<file path="config.mk">
export PLATFORM = sky130hd
export DESIGN_NAME = nrzi_cdr
export DESIGN_NICKNAME = d
export VERILOG_FILES = /design/src/rtl/nrzi_cdr_pkg.sv /design/src/rtl/nrzi_interval_timer.sv /design/src/rtl/nrzi_phase_track.sv /design/src/rtl/nrzi_word_pack.sv /design/src/rtl/nrzi_cdr.sv
export SDC_FILE = /design/constraint.sdc
export NUM_CORES = 1
export LEC_CHECK = 0
export ABC_AREA = 1
export BUFFER_PORTS_ARGS = -buffer_cell sky130_fd_sc_hd__buf_2
export CORE_ASPECT_RATIO = 0.7
export CORE_MARGIN = 4
export CORE_UTILIZATION = 40
export CTS_CLUSTER_DIAMETER = 80
export CTS_CLUSTER_SIZE = 30
export DETAILED_ROUTE_END_ITERATION = 16
export PLACE_DENSITY = 0.6
export SLEW_MARGIN = 40
export SYNTH_ARGS = -nofsm -noshare
export SYNTH_HDL_FRONTEND = slang
export SYNTH_SLANG_ARGS = --single-unit
</file>
<file path="constraint.sdc">
create_clock -name clk -period 3.95 [get_ports clk]
set_clock_uncertainty 0.2 [all_clocks]
set_input_delay 0.395 -clock clk [delete_from_list [all_inputs] [get_ports clk]]
set_output_delay 0.395 -clock clk [all_outputs]
set_load 0.005 [all_outputs]
</file>
<file path="src/rtl/nrzi_cdr_pkg.sv">
package nrzi_cdr_pkg;

    typedef enum logic {
        SPB_THREE = 1'b0,
        SPB_TWO   = 1'b1
    } spb_mode_e;

    typedef enum logic [1:0] {
        ADJ_NONE  = 2'd0,
        ADJ_LATE  = 2'd1,
        ADJ_EARLY = 2'd2
    } adj_e;

    localparam int UNITS_W   = 3;
    localparam int MAX_UNITS = 7;
    localparam int HIST_W    = 3;

    typedef struct packed {
        logic               decide;
        adj_e               adj;
        logic [UNITS_W-1:0] units;
    } slot_plan_t;

    // Index of the last sample slot inside one nominal bit.
    function automatic logic [1:0] last_slot(spb_mode_e m);
        return (m == SPB_TWO) ? 2'd1 : 2'd2;
    endfunction

    // Decide the length of the interval that follows the current sample.
    function automatic slot_plan_t plan_slot(spb_mode_e m, logic decide,
                                             logic [HIST_W-1:0] h);
        slot_plan_t p;
        p.decide = decide;
        p.adj    = ADJ_NONE;
        if (m == SPB_THREE) begin
            p.units = UNITS_W'(4);
            if (decide && h == 3'b001) begin
                p.adj   = ADJ_LATE;
                p.units = UNITS_W'(5);
            end else if (decide && h == 3'b100) begin
                p.adj   = ADJ_EARLY;
                p.units = UNITS_W'(3);
            end
        end else begin
            p.units = UNITS_W'(6);
            if (decide && h[1:0] == 2'b01) begin
                p.adj   = ADJ_LATE;
                p.units = UNITS_W'(7);
            end else if (decide && h[1:0] == 2'b10) begin
                p.adj   = ADJ_EARLY;
                p.units = UNITS_W'(5);
            end
        end
        return p;
    endfunction

endpackage

</file>
<file path="src/rtl/nrzi_interval_timer.sv">
module nrzi_interval_timer
    import nrzi_cdr_pkg::*;
#(
    parameter int UNIT_CYCLES = 1736
) (
    input  logic               clk,
    input  logic               rst,
    input  logic               run_en,
    input  logic [UNITS_W-1:0] units,
    output logic               tick
);
    localparam int CNT_W = $clog2(MAX_UNITS * UNIT_CYCLES + 1);

    logic [CNT_W-1:0] cnt_q;
    logic [CNT_W-1:0] reload;

    assign tick   = run_en && (cnt_q == '0);
    assign reload = CNT_W'(units) * CNT_W'(UNIT_CYCLES) - CNT_W'(1);

    always_ff @(posedge clk) begin
        if (rst || !run_en) begin
            cnt_q <= '0;
        end else if (tick) begin
            cnt_q <= reload;
        end else begin
            cnt_q <= cnt_q - CNT_W'(1);
        end
    end
endmodule

</file>
<file path="src/rtl/nrzi_phase_track.sv">
module nrzi_phase_track
    import nrzi_cdr_pkg::*;
(
    input  logic       clk,
    input  logic       rst,
    input  logic       tick,
    input  spb_mode_e  mode,
    input  logic       line,
    output slot_plan_t plan,
    output logic       bit_en,
    output logic       bit_val
);
    logic [HIST_W-1:0] hist_q;
    logic [HIST_W-1:0] hist_nx;
    logic              prev_smp_q;
    logic              prev_dec_q;
    logic [1:0]        slot_q;
    logic              decide;

    assign hist_nx = {hist_q[HIST_W-2:0], line ^ prev_smp_q};
    assign decide  = (slot_q == 2'd0);
    assign plan    = plan_slot(mode, decide, hist_nx);
    assign bit_en  = tick && decide;
    assign bit_val = (line == prev_dec_q);

    always_ff @(posedge clk) begin
        if (rst) begin
            hist_q     <= '0;
            prev_smp_q <= 1'b0;
            prev_dec_q <= 1'b0;
            slot_q     <= 2'd0;
        end else if (tick) begin
            hist_q     <= hist_nx;
            prev_smp_q <= line;
            if (decide) begin
                prev_dec_q <= line;
            end
            slot_q <= (slot_q >= last_slot(mode)) ? 2'd0 : slot_q + 2'd1;
        end
    end
endmodule

</file>
<file path="src/rtl/nrzi_word_pack.sv">
module nrzi_word_pack #(
    parameter int WORD_W = 16
) (
    input  logic              clk,
    input  logic              rst,
    input  logic              bit_en,
    input  logic              bit_val,
    output logic [WORD_W-1:0] word_data,
    output logic              word_valid
);
    localparam logic [WORD_W:0] EMPTY = {1'b1, {WORD_W{1'b0}}};

    logic [WORD_W:0]   acc_q;
    logic [WORD_W:0]   acc_nx;
    logic [WORD_W-1:0] word_q;
    logic              valid_q;

    // New bits enter at the top; the marker reaching bit 0 means full.
    assign acc_nx     = {bit_val, acc_q[WORD_W:1]};
    assign word_data  = word_q;
    assign word_valid = valid_q;

    always_ff @(posedge clk) begin
        if (rst) begin
            acc_q   <= EMPTY;
            word_q  <= '0;
            valid_q <= 1'b0;
        end else begin
            valid_q <= 1'b0;
            if (bit_en) begin
                if (acc_nx[0]) begin
                    word_q  <= acc_nx[WORD_W:1];
                    valid_q <= 1'b1;
                    acc_q   <= EMPTY;
                end else begin
                    acc_q <= acc_nx;
                end
            end
        end
    end
endmodule

</file>
<file path="src/rtl/nrzi_cdr.sv">
module nrzi_cdr
    import nrzi_cdr_pkg::*;
#(
    parameter int UNIT_CYCLES = 1736,
    parameter int WORD_W      = 16,
    parameter int CORR_W      = 12
) (
    input  logic                     clk,
    input  logic                     rst,
    input  logic                     run_en,
    input  logic                     spb_sel,
    input  logic                     rx_line,
    input  logic                     sec_tick,
    output logic                     sample_strobe,
    output logic [WORD_W-1:0]        word_data,
    output logic                     word_valid,
    output logic signed [CORR_W-1:0] corr_count
);
    spb_mode_e            mode_q;
    slot_plan_t           plan;
    logic                 tick;
    logic                 bit_en;
    logic                 bit_val;
    logic signed [CORR_W-1:0] corr_q;

    always_ff @(posedge clk) begin
        if (rst) begin
            mode_q <= SPB_THREE;
        end else if (!run_en) begin
            mode_q <= spb_mode_e'(spb_sel);
        end
    end

    nrzi_interval_timer #(.UNIT_CYCLES(UNIT_CYCLES)) u_timer (
        .clk    (clk),
        .rst    (rst),
        .run_en (run_en),
        .units  (plan.units),
        .tick   (tick)
    );

    nrzi_phase_track u_track (
        .clk     (clk),
        .rst     (rst),
        .tick    (tick),
        .mode    (mode_q),
        .line    (rx_line),
        .plan    (plan),
        .bit_en  (bit_en),
        .bit_val (bit_val)
    );

    nrzi_word_pack #(.WORD_W(WORD_W)) u_pack (
        .clk        (clk),
        .rst        (rst),
        .bit_en     (bit_en),
        .bit_val    (bit_val),
        .word_data  (word_data),
        .word_valid (word_valid)
    );

    always_ff @(posedge clk) begin
        if (rst || sec_tick) begin
            corr_q <= '0;
        end else if (tick && plan.adj == ADJ_LATE) begin
            corr_q <= corr_q + CORR_W'(1);
        end else if (tick && plan.adj == ADJ_EARLY) begin
            corr_q <= corr_q - CORR_W'(1);
        end
    end

    assign sample_strobe = tick;
    assign corr_count    = corr_q;
endmodule

</file>
Word level (Yosys, flattened, before mapping)
Index checks and enable logic that the tools add are counted.

Register bits after elaboration: 67. Logic and storage cells: 55. Input bits: 6.

Reduce and logical (&&, ||, !) cells: 17. Eq/ne operators: 7. Multiplexer cells: 12. Add/sub/neg operators: 5. Magnitude comparators: 1. Multiply operators: 1. Bitwise gates (word level): 2.

Operators by type and width (count): $sub 14x1->14 const B (2); $mux 5 (5); $mux 12 (2); $mux 17 (1); $logic_not 14->1 (1); $mux 14 (1); $add 12x2->12 const B (1); $sub 12x2->12 const B (1); $mul 3x8->11 const B (1); $logic_and 1x1->1 (8); $eq 2x1->1 const B (2); $eq 2x2->1 const B (2); $mux 2 (2); $reduce_and 2->1 (2); $eq 3x1->1 const B (1); $eq 3x3->1 const B (1); $add 2x1->2 const B (1); $ge 2x2->1 (1); $logic_not 2->1 (1); $logic_or 1x1->1 (2); $reduce_bool 2->1 (1); $reduce_or 2->1 (1); $eq 1x1->1 (1); $logic_not 1->1 (1); other kinds (3) (3).

Depth between registers and ports, before layout
Word-level depth: 10. Mapped depth: 21.

Hierarchy
Synthesis repeated with hierarchy kept, for this count alone.

Cell total of the unflattened synthesis: 559. Area, all modules: 3932.5 um^2.

By module, submodules not included: nrzi_interval_timer (cells an instance 188, sequential area each 280.3 um^2, area each 1295.0 um^2, instances 1); nrzi_word_pack (cells an instance 143, sequential area each 660.6 um^2, area each 1183.6 um^2, instances 1); nrzi_cdr (cells an instance 164, sequential area each 260.2 um^2, area each 1056.0 um^2, instances 1); nrzi_phase_track (cells an instance 64, sequential area each 120.1 um^2, area each 397.9 um^2, instances 1).

Worst setup path after synthesis
OpenSTA, ideal clock, no wires.

Path type: reg2reg. Start: register u_track.slot_q[0]. End: register corr_q[7], in the netlist corr_count[7]. Required time: 3.676 ns. Path buffers: 0. Setup time: 0.074 ns. Stages on the path, launching flop included: 14. Arrival: 2.436 ns. Path slack: 1.240 ns. Cells stage by stage: dfxtp_1 > inv_1 > ha_1 > inv_2 > nor2_4 > o211ai_4 > inv_1 > nand2_1 > ha_1 > nand2_1 > o21ai_0 > a21oi_1 > or2_2 > a31oi_1.

Word-level cells in the longest chain between the ends: 8. Elaborated cells between the ends (all ways): 16. Classes of those cells: eq/ne: 2; mux: 6; reduce/logical: 8.

RTL lines: start, declared (line nrzi_phase_track.sv:17) `logic [1:0] slot_q;`; start signal, assigned (line nrzi_phase_track.sv:38) `slot_q <= (slot_q >= last_slot(mode)) ? 2'd0 : slot_q + 2'd1;`; $logic_not 2->1 (*) (line nrzi_phase_track.sv:21) `assign decide = (slot_q == 2'd0);`; $logic_and 1x1->1 (on tied branches) (line nrzi_cdr_pkg.sv:40, nrzi_cdr_pkg.sv:49); $mux 5 (on tied branches) (line nrzi_cdr_pkg.sv:40, nrzi_cdr_pkg.sv:49); $mux 5 (on tied branches) (line nrzi_cdr_pkg.sv:37, nrzi_cdr_pkg.sv:46); $mux 5 (*) (line nrzi_cdr_pkg.sv:35) `if (m == SPB_THREE) begin`; $eq 2x1->1 / $eq 2x2->1 (equally long branches) (line nrzi_cdr.sv:65, nrzi_cdr.sv:67); $logic_and 1x1->1 (on tied branches) (line nrzi_cdr.sv:65, nrzi_cdr.sv:67); $mux 12 / $reduce_bool 2->1 (equally long branches); end signal, assigned (line nrzi_cdr.sv:66) `corr_q <= corr_q + CORR_W'(1);`; end signal, assigned (line nrzi_cdr.sv:68) `corr_q <= corr_q - CORR_W'(1);`; end, declared (line nrzi_cdr.sv:24) `logic signed [CORR_W-1:0] corr_q;`.

Every way passes the cells marked *; elsewhere a longest branch is shown, timed or not. A chain may end at the register's enable or synchronous reset.

Final worst setup path
Same ends and word-level chain as after synthesis.

==> out/results.ini <==
[detailed_routing]
dr.pass1.iters = 4
drt_wl_total_mm = 8.422
via_per_inst = 4.995
drcViolationCount = 0
drtIter0Drc = 189
vias = 3302
routedWlPerCell_um = 12.74
final_antenna_net_count = 0

[sta]
max_slew_margin_pct = 52.39
fin_setup_tns_ns = 0
setup_violations = 0
period_minus_slack_ns = 3.172
hold-worst-slack_ns = 0.09392
finalHoldViolations = 0
fmax_mhz = 315.3
min_period_over_period_pct = 80.30
drv_slew = 0
rsz0062_at_grt = no
tightest_slew_ns = 0.7097

[setup_path]
rrSetupSlack_ns = 0.78
cp_data_arrival_time_ns = 3.23
end_kind = register
cp_data_required_time_ns = 4.01
crit_fanout = 12
setup.worst_path.class = reg2reg
start_kind = register

[placed_design]
portBuffers = 35
routabilityCongestion = 0.8350
place_inst = 645
hpwl_mm = 6.322
placed_area_um2 = 3939

[global_route]
gr-total-overflow = 0
antenna_found_initial = 0
grt_max_degree = 25
gr-usage-all-layers_pct = 16.97
grt_pass1_wl_mm = 14.52
grt_pass1_vias = 3160

[finish]
multi_input_area_um2 = 2038
final_cells = 661
fin_util_pct = 49.32
nNetsFinal = 567
antenna_cells = 0
mostFrequentLayoutCells = 97 x nand2_1, 66 x dfxtp_1, 51 x inv_1
drive_above_1_share_pct = 17.01
fillers = 862
final_cell_area_um2 = 4285
ff_latch_area_um2 = 1321
area_growth_pct = 17.09
final_common_cell = nand2_1

[clock_tree]
htreeDepth = 3
cts_hold_buf = 0
cts_made_buffers = 9
cts_resized = 0
cts_sinks = 66
cts_setup_buffers = 0
clkTransAtPathRegs_ns = 0.05
cts_tree = done
clockBufferDepth = 2
cts_root_buf = clkbuf_16
clock_latency_ns = 0.33

[synth]
netlist_area_um2 = 3660
synth-compound-area-share_pct = 15.73
synth_top_family_by_area = simple AND/OR/NAND/NOR gates
yosysWarnings = 0
yosys.area_share.simple_pct = 28.51
synth-seq-cells = 66
syn_avg_cell_area_um2 = 7.334
synth_xor_area_share_pct = 2.632
yosysSeqAreaShare_pct = 36.10
synthMuxAreaShare_pct = 0
ys_types = 39
ys.flop_type = dfxtp_1
async_flop_share_pct = 0
synth-adder-area-share_pct = 8.752
synth-edff-count = 0
syn_inst = 499
synth_fp_nets = 530

[status]
status = finished, final reports clean

[power_and_ir_drop]
switchingPower_mw = 0.8721
p_clk_share_pct = 37.1
swShare_pct = 35.22
intPower_mw = 1.604
peakVddDrop_v = 0.0002058
p_leak_nw = 1.977
power_density_nw_per_um2 = 577.9
pwr-share-comb_pct = 31.6
p_seq_share_pct = 31.3

[die]
io_pins = 36
fp.dieH_um = 88.03
design.core.area_um2 = 8688
rows = 28
start_util_pct = 42.12
die_w_um = 122.3
fp.dieArea_um2 = 10770

[worst_hold_path]
holdCritPathClass = in2reg

[job]
max-cap-violations = 0

path summary, 6_finish.rpt:
| kind | startpoint | to | cells after the start |
|---|---|---|---|
| setup / recovery | u_track.slot_q[0] | corr_count[7] | 13 |
| hold / removal | run_en | mode_q | 2 |
| setup reg to reg | u_track.slot_q[0] | corr_count[7] | 13 |
| hold reg to reg | u_timer.cnt_q[0] | u_timer.cnt_q[0] | 1 |
metal layers:
metal	wire, um	up-vias	share of wire, %	global-route usage [%]
li1	-	1729	-	-
met1	4318	1493	51	22.91
met2	3616	68	43	26.57
met3	365	12	4.3	5.036
met4	121	0	1.4	4.675
met5	0	-	0	0
cell usage after synthesis (7+ instances only):
master | n | area, um^2
nor2_1 | 40 | 150.1
o21ai_1 | 13 | 65.06
inv_2 | 14 | 52.55
inv_1 | 52 | 195.2
nand2_1 | 97 | 364.1
dfxtp_1 | 66 | 1321
o21ai_0 | 27 | 135.1
a21oi_1 | 43 | 215.2
nand4_1 | 7 | 43.79
ha_1 | 24 | 300.3
xnor2_1 | 7 | 61.31
nand3_1 | 45 | 225.2
stage by stage:
stage                     setup slack, ns  power, mW
final                              0.7780      2.476
after global routing               0.4340      2.643
after CTS                          0.7635      2.494
after detailed placement           0.7835      1.564
after global placement             0.8458      1.551
after floorplan                     1.240      1.405
kinds of logic after synthesis:
family,count (synthesis)
simple gates,218
compound gates,102
flops,66
buf+inv,77
xor+xnor,11
fa+ha+maj,25
worst max-delay path: stages (launching register included):
cell and delay [ns]:
dfxtp_1 0.30, inv_1 0.12, ha_1 0.22, inv_2 0.09, nor2_4 0.16, o211ai_4 0.14
inv_1 0.12, nand2_1 0.31, ha_1 0.52, nand2_1 0.12, o21ai_0 0.26, a21oi_1 0.10
or2_2 0.28, a31oi_1 0.15
power by group through the flow:
| stage | Clock, mW | Sequential [mW] | Combinational [mW] |
|---|---|---|---|
| 2_1_floorplan | 0 | 0.778 | 0.628 |
| 3_3_place_gp | 0 | 0.786 | 0.765 |
| 3_5_place_dp | 0 | 0.787 | 0.776 |
| 4_1_cts | 0.937 | 0.774 | 0.783 |
| 5_1_grt | 0.968 | 0.783 | 0.892 |
| 6_report | 0.918 | 0.775 | 0.784 |
area by class of cell:
type	count	share of cell area, %
repair buffers	35	4.088
well taps	120	3.504
inverters	68	5.985
flip-flops and latches	66	30.83
multi-input cells	356	47.56
clock inverters	6	2.686
clock buffers	10	5.343
sequential cells by signal, summed over array words and instances, names as in the netlist:
register	flops
u_track.prev_smp_q	1
u_pack.word_valid	1
u_track.slot_q	2
u_pack.word_data	16
u_pack.acc_q	16
u_track.hist_q	2
corr_count	12
mode_q	1
u_track.prev_dec_q	1
u_timer.cnt_q	14
Note: power is estimated with default switching activity, not from simulation.
